--- config.mk ---
export PLATFORM = sky130hd
export DESIGN_NAME = ccd_hseq_top
export DESIGN_NICKNAME = d
export VERILOG_FILES = /design/src/rtl/ccd_hseq_pkg.sv /design/src/rtl/ccd_hseq_region.sv /design/src/rtl/ccd_hseq_ctrl.sv /design/src/rtl/ccd_hseq_phase.sv /design/src/rtl/ccd_hseq_top.sv
export SDC_FILE = /design/constraint.sdc
export NUM_CORES = 1
export LEC_CHECK = 0
export BUFFER_PORTS_ARGS = -buffer_cell sky130_fd_sc_hd__buf_2
export CORE_UTILIZATION = 50
export CTS_BUF_LIST = sky130_fd_sc_hd__clkbuf_8
export DETAILED_ROUTE_END_ITERATION = 8
export PLACE_DENSITY = 0.77
export SETUP_SLACK_MARGIN = 0.05
export SYNTH_ARGS = -nofsm -noshare
export SYNTH_HDL_FRONTEND = slang
export SYNTH_SLANG_ARGS = --single-unit
export TNS_END_PERCENT = 100
--- constraint.sdc ---
create_clock -name clk -period 1.6 [get_ports clk]
set_input_delay 0.08 -clock clk [delete_from_list [all_inputs] [get_ports clk]]
set_output_delay 0.08 -clock clk [all_outputs]
set_load 0.01 [all_outputs]
--- src/rtl/ccd_hseq_pkg.sv ---
package ccd_hseq_pkg;

  typedef enum logic [2:0] {
    TAG_EMPTY = 3'd0,
    TAG_DARKI = 3'd1,
    TAG_BUF   = 3'd2,
    TAG_ACT   = 3'd3,
    TAG_DDUM  = 3'd4,
    TAG_DREF  = 3'd5
  } tag_t;

  typedef enum logic [2:0] {
    ST_IDLE   = 3'd0,
    ST_XFER   = 3'd1,
    ST_SETTLE = 3'd2,
    ST_ALIGN  = 3'd3,
    ST_RUN    = 3'd4,
    ST_DONE   = 3'd5
  } seq_state_t;

  localparam logic [1:0] MODE_BIN4X4 = 2'd3;

endpackage

--- src/rtl/ccd_hseq_region.sv ---
module ccd_hseq_region
  import ccd_hseq_pkg::*;
#(
  parameter int N_EMPTY = 4,
  parameter int N_DARKI = 2,
  parameter int N_BUF   = 4,
  parameter int N_ACT   = 1880,
  parameter int N_DDUM1 = 1,
  parameter int N_DREF  = 37,
  parameter int N_DDUM2 = 6,
  parameter int PW      = 11
) (
  input  logic [PW-1:0] idx,
  output tag_t          tag
);
  // exclusive upper bounds of each span, in line order
  localparam int E0 = N_EMPTY;
  localparam int E1 = E0 + N_DARKI;
  localparam int E2 = E1 + N_BUF;
  localparam int E3 = E2 + N_ACT;
  localparam int E4 = E3 + N_BUF;
  localparam int E5 = E4 + N_DDUM1;
  localparam int E6 = E5 + N_DREF;

  localparam logic [PW-1:0] B0 = PW'(E0);
  localparam logic [PW-1:0] B1 = PW'(E1);
  localparam logic [PW-1:0] B2 = PW'(E2);
  localparam logic [PW-1:0] B3 = PW'(E3);
  localparam logic [PW-1:0] B4 = PW'(E4);
  localparam logic [PW-1:0] B5 = PW'(E5);
  localparam logic [PW-1:0] B6 = PW'(E6);

  always_comb begin
    if      (idx < B0) tag = TAG_EMPTY;
    else if (idx < B1) tag = TAG_DARKI;
    else if (idx < B2) tag = TAG_BUF;
    else if (idx < B3) tag = TAG_ACT;
    else if (idx < B4) tag = TAG_BUF;
    else if (idx < B5) tag = TAG_DDUM;
    else if (idx < B6) tag = TAG_DREF;
    else               tag = TAG_DDUM;
  end
endmodule

--- src/rtl/ccd_hseq_ctrl.sv ---
module ccd_hseq_ctrl
  import ccd_hseq_pkg::*;
#(
  parameter int XFER_CYC   = 4,
  parameter int SETTLE_CYC = 4,
  parameter int LINE_LEN   = 1938,
  parameter int PW         = 11
) (
  input  logic          clk,
  input  logic          rst_n,
  input  logic          start,
  input  logic [1:0]    mode_in,
  output seq_state_t    state,
  output logic          sub,
  output logic [PW-1:0] pix,
  output logic [1:0]    mode_q
);
  localparam int CMAX = (XFER_CYC > SETTLE_CYC) ? XFER_CYC : SETTLE_CYC;
  localparam int CW   = $clog2(CMAX + 1);
  localparam logic [PW-1:0] LAST = PW'(LINE_LEN - 1);

  logic [CW-1:0] cnt;

  always_ff @(posedge clk) begin
    if (!rst_n) begin
      state  <= ST_IDLE;
      cnt    <= '0;
      sub    <= 1'b0;
      pix    <= '0;
      mode_q <= '0;
    end else begin
      case (state)
        ST_IDLE: if (start) begin
          state  <= ST_XFER;
          cnt    <= CW'(XFER_CYC - 1);
          mode_q <= mode_in;
        end
        ST_XFER: if (cnt == '0) begin
          state <= ST_SETTLE;
          cnt   <= CW'(SETTLE_CYC - 1);
        end else begin
          cnt <= cnt - 1'b1;
        end
        ST_SETTLE: if (cnt == '0) state <= ST_ALIGN;
                   else           cnt   <= cnt - 1'b1;
        ST_ALIGN: begin
          state <= ST_RUN;
          sub   <= 1'b0;
          pix   <= '0;
        end
        ST_RUN: begin
          sub <= ~sub;
          if (sub) begin
            if (pix == LAST) begin
              state <= ST_DONE;
              pix   <= '0;
            end else begin
              pix <= pix + 1'b1;
            end
          end
        end
        default: state <= ST_IDLE;
      endcase
    end
  end
endmodule

--- src/rtl/ccd_hseq_phase.sv ---
module ccd_hseq_phase
  import ccd_hseq_pkg::*;
(
  input  seq_state_t state,
  input  logic       sub,
  input  logic       first_pix,
  input  logic       skip_en,
  output logic       h1,
  output logic       h2,
  output logic       h3,
  output logic       h4,
  output logic       h4l,
  output logic       tg,
  output logic       rg
);
  always_comb begin
    h1 = 1'b0; h2 = 1'b1; h3 = 1'b0; h4 = 1'b0; h4l = 1'b0;
    tg = 1'b0; rg = 1'b0;
    case (state)
      ST_XFER:  tg = 1'b1;
      ST_ALIGN: h1 = 1'b1;
      ST_RUN: begin
        if (!sub) begin
          h1  = 1'b0;
          h2  = skip_en && first_pix;
          h3  = 1'b1;
          h4  = 1'b1;
          h4l = 1'b1;
          rg  = 1'b1;
        end else begin
          h1 = 1'b1;
        end
      end
      default: ;
    endcase
  end
endmodule

--- src/rtl/ccd_hseq_top.sv ---
module ccd_hseq_top
  import ccd_hseq_pkg::*;
#(
  parameter int XFER_CYC   = 4,
  parameter int SETTLE_CYC = 4,
  parameter int N_EMPTY    = 4,
  parameter int N_DARKI    = 2,
  parameter int N_BUF      = 4,
  parameter int N_ACT      = 1880,
  parameter int N_DDUM1    = 1,
  parameter int N_DREF     = 37,
  parameter int N_DDUM2    = 6,
  localparam int LINE_LEN  = N_EMPTY + N_DARKI + 2*N_BUF + N_ACT + N_DDUM1 + N_DREF + N_DDUM2,
  localparam int PW        = $clog2(LINE_LEN)
) (
  input  logic          clk,
  input  logic          rst_n,
  input  logic          line_start,
  input  logic [1:0]    bin_mode,
  output logic          h1,
  output logic          h2,
  output logic          h3,
  output logic          h4,
  output logic          h4l,
  output logic          tg,
  output logic          rg,
  output logic          pix_act,
  output logic [2:0]    region,
  output logic [PW-1:0] pix_idx,
  output logic          line_done
);
  seq_state_t    state;
  logic          sub;
  logic [PW-1:0] pix;
  logic [1:0]    mode_q;
  tag_t          tag;

  ccd_hseq_ctrl #(
    .XFER_CYC(XFER_CYC), .SETTLE_CYC(SETTLE_CYC), .LINE_LEN(LINE_LEN), .PW(PW)
  ) u_ctrl (
    .clk(clk), .rst_n(rst_n), .start(line_start), .mode_in(bin_mode),
    .state(state), .sub(sub), .pix(pix), .mode_q(mode_q)
  );

  ccd_hseq_phase u_phase (
    .state(state), .sub(sub), .first_pix(pix == '0),
    .skip_en(mode_q == MODE_BIN4X4),
    .h1(h1), .h2(h2), .h3(h3), .h4(h4), .h4l(h4l), .tg(tg), .rg(rg)
  );

  ccd_hseq_region #(
    .N_EMPTY(N_EMPTY), .N_DARKI(N_DARKI), .N_BUF(N_BUF), .N_ACT(N_ACT),
    .N_DDUM1(N_DDUM1), .N_DREF(N_DREF), .N_DDUM2(N_DDUM2), .PW(PW)
  ) u_region (
    .idx(pix), .tag(tag)
  );

  assign pix_act   = (state == ST_RUN);
  assign pix_idx   = pix;
  assign region    = tag;
  assign line_done = (state == ST_DONE);
endmodule

==> impl_metrics.yaml <==
synth:
  syn_avg_cell_area_um2: 7.99
  synth.most_common_cell: "dfxtp_1"
  async_flop_share_pct: 0
  synth_area_leaders: "dfxtp_1 (32%), xnor2_1 (5.5%), nor2_1 (5.0%), ha_1 (4.9%), nand2_1 (3.8%)"
  synth_top_area_share_pct: 31.5
  yosys.area_share.xor_xnor_pct: 5.52
  synth_top_family_by_area: "simple AND/OR/NAND/NOR gates"
  syn_area_um2: 1270
  synth_edf_count: 0
  yosys.area.top_type: "dfxtp_1"
  yosys-mux-area-fraction_pct: 1.58
  yosys-top-cells-count: "dfxtp_1 (20), nor2_1 (17), nand2_1 (13)"
  synth_seq_cells: 20
  synthSimpleGateAreaFrac_pct: 28.9
  ys_types: 43
  syn_nets: 169
  yosys_warnings: 0
  yosys.area_share.adder_pct: 4.93
  synth-compound-area-share_pct: 19.1
  synthCells: 159
  synth_ff_type: "dfxtp_1"
  synth-seq-area-share_pct: 31.5
power:
  ir_drop_mv: 1.12
  leakagePower_nw: 0.746
  seqPwrFrac_pct: 37.4
  pwr-share-comb_pct: 44.5
  swShare_pct: 37.6
  p_int_mw: 1.15
  clkPwrFrac_pct: 18.1
  powerDensity_nw_per_um2: 1060
  switching_power_mw: 0.689
timing:
  worst_pin_slew_ns: 0.491
  finalCritPeriodShare_pct: 96.6
  achievable-frequency_ghz: 0.647
  worst_slack_ns: 0.0550
  maxSlewViolCount: 0
  setup_viol: 0
  rsz0062_at_grt: "yes"
  post-route-min-period_ns: 1.54
  hold_violations: 0
  skew_ns: 0.00393
  maxSlewHeadroom_pct: 67.2
routing:
  vias: 1353
  dr.max_layer_used: "met4"
  final_antenna_net_count: 0
  first_iter_violations: 41
  wl_met2_um: 1860
  wl_per_cell_um: 16.3
  drc: 0
  wl_met1_um: 1530
  drtPass1Iterations: 4
  routed_wl_um: 3690
  via_per_inst: 5.96
  wl_met3_um: 205
clock_tree:
  cts-root-buf: "clkbuf_8"
  clock-sinks: 20
  h-tree-depth: 1
  clkTransAtPathRegs_ns: 0.07
  cts_buffers: 3
  clock_path_buffers: 2
  cts_tree: "yes"
  clock_latency_ns: 0.26
grt:
  antenna_found_initial: 0
  grt_max_degree: 14
  grt_pass1_wl_um: 5930
  grt_usage_pct: 29.7
  overflow: 0
  grt_pass1_vias: 1335
layout:
  nets: 211
  finalCoreUtilization_pct: 75.6
  antenna-diode-count: 0
  drive_gt1_share_pct: 44.7
  syn_to_final_growth_pct: 36.7
  final.fill_count: 160
die:
  ios: 28
  die-width_um: 52.4
  coreArea_um2: 2300
  design.die.area_um2: 2750
  initial_core_util_pct: 55.3
  fp-row-count: 17
  die_y_um: 52.4
flow_run:
  cap_violations: 0
setup_path:
  ff2ff_setup_slack_ns: 0.06
  endpoint_kind: "output pin"
  crit_path_start_kind: "register"
  critical_path_required_ns: 1.52
  path_class: "register to output pin"
  arrival_ns: 1.46
  critPathMaxFanout: 7
place:
  pre_cts_ws_ns: -0.0391
  place.port_buffers: 27
  place_hpwl_um: 2520
  place_congestion: 0.839
outcome:
  outcome: "finished, final reports clean"
min_path:
  min_path_type: "primary input to register"
[sequential cells by signal (all words and copies together), names as in the netlist]
name and flops:
u_ctrl.pix 11, u_ctrl.cnt 3, u_ctrl.state 3, u_ctrl.mode_q 2
u_ctrl.sub 1
[worst paths after layout]
kind                                     start                       endpoint  cells after the start
setup / recovery    u_ctrl.pix[2]$_SDFFE_PN0P_                      region[0]                      6
hold / removal                     bin_mode[1]  u_ctrl.mode_q[1]$_SDFFE_PN0P_                      3
hold reg to reg     u_ctrl.cnt[2]$_SDFFE_PN0P_     u_ctrl.cnt[2]$_SDFFE_PN0P_                      2
setup reg to reg  u_ctrl.state[1]$_SDFFE_PN0P_     u_ctrl.pix[6]$_SDFFE_PN0P_                      4
[logic make-up after synthesis]
group | after synthesis
compound gates | 35
xor+xnor | 8
mux | 2
flops | 20
fa+ha+maj | 5
buf+inv | 21
simple gates | 68
[cell type report]
type	count	area (µm²)	area share, %
Clock buffer	3	41.3	2.38
Inverter	7	26.3	1.51
Multi-Input combinational cell	118	886	51.0
Sequential cell	20	425	24.5
Tap cell	28	35.0	2.02
Timing Repair Buffer	51	323	18.6
[through the flow]
stage / TNS (ns) / cells / hold slack, ns / power [mW] / area (µm²)
finish: 0 / 227 / 0.104 / 1.83 / 1740
global route: 0 / 227 / 0.129 / 1.95 / 1740
CTS: 0 / 224 / 0.103 / 1.77 / 1650
detailed placement: -0.137 / 221 / 0.368 / 1.39 / 1530
global placement: -0.0101 / 221 / 0.342 / 1.33 / 1530
floorplan: 0 / 159 / 0.242 / 1.18 / 1280
[metal layers]
layer	vias up	global-route usage [%]
li1	641	-
met1	642	35.9
met2	59	52.5
met3	11	4.06
met4	0	11.0
met5	-	0
[power by group through the flow]
stage,logic (mW),registers (mW),clock network (mW)
final,0.816,0.687,0.332
after global routing,0.903,0.689,0.354
after CTS,0.755,0.673,0.340
after detailed placement,0.715,0.675,0
after global placement,0.672,0.662,0
after floorplan,0.559,0.626,0
[worst max-delay path: stages (launching register included)]
cell	delay (ns)
dfxtp_2	0.38
nand3_2	0.12
buf_4	0.13
nand4_1	0.12
o31ai_2	0.21
a21oi_1	0.09
buf_2	0.14
[repair_timing]
action	in CTS	in global routing
hold buffers	0	0
endpoints found under the setup margin	17	19
buffers inserted	0	3
pin swaps	2	7
gates resized for setup	23	20
[cells in the final DEF (no fill, tap or decap), types with 2 or more instances in the layout]
master,n
nand4_1,2
inv_2,2
o21a_1,2
a211oi_1,2
o21ai_0,3
xnor2_1,8
nand3_1,3
nor2b_1,4
buf_2,27
dfxtp_1,10
dfxtp_4,5
dfxtp_2,5
nor4_1,2
mux2i_1,2
nor3_1,2
buf_6,2
a31oi_1,4
a21oi_1,7
inv_1,5
ha_1,5
nor2_1,16
nand2b_1,2
a21boi_0,2
buf_4,22
nand2_1,12
and3_1,4
nor3_4,2
nand3_2,2
clkbuf_8,3
o31ai_2,2
o31ai_1,2
Power figures use the tool's default switching activity.
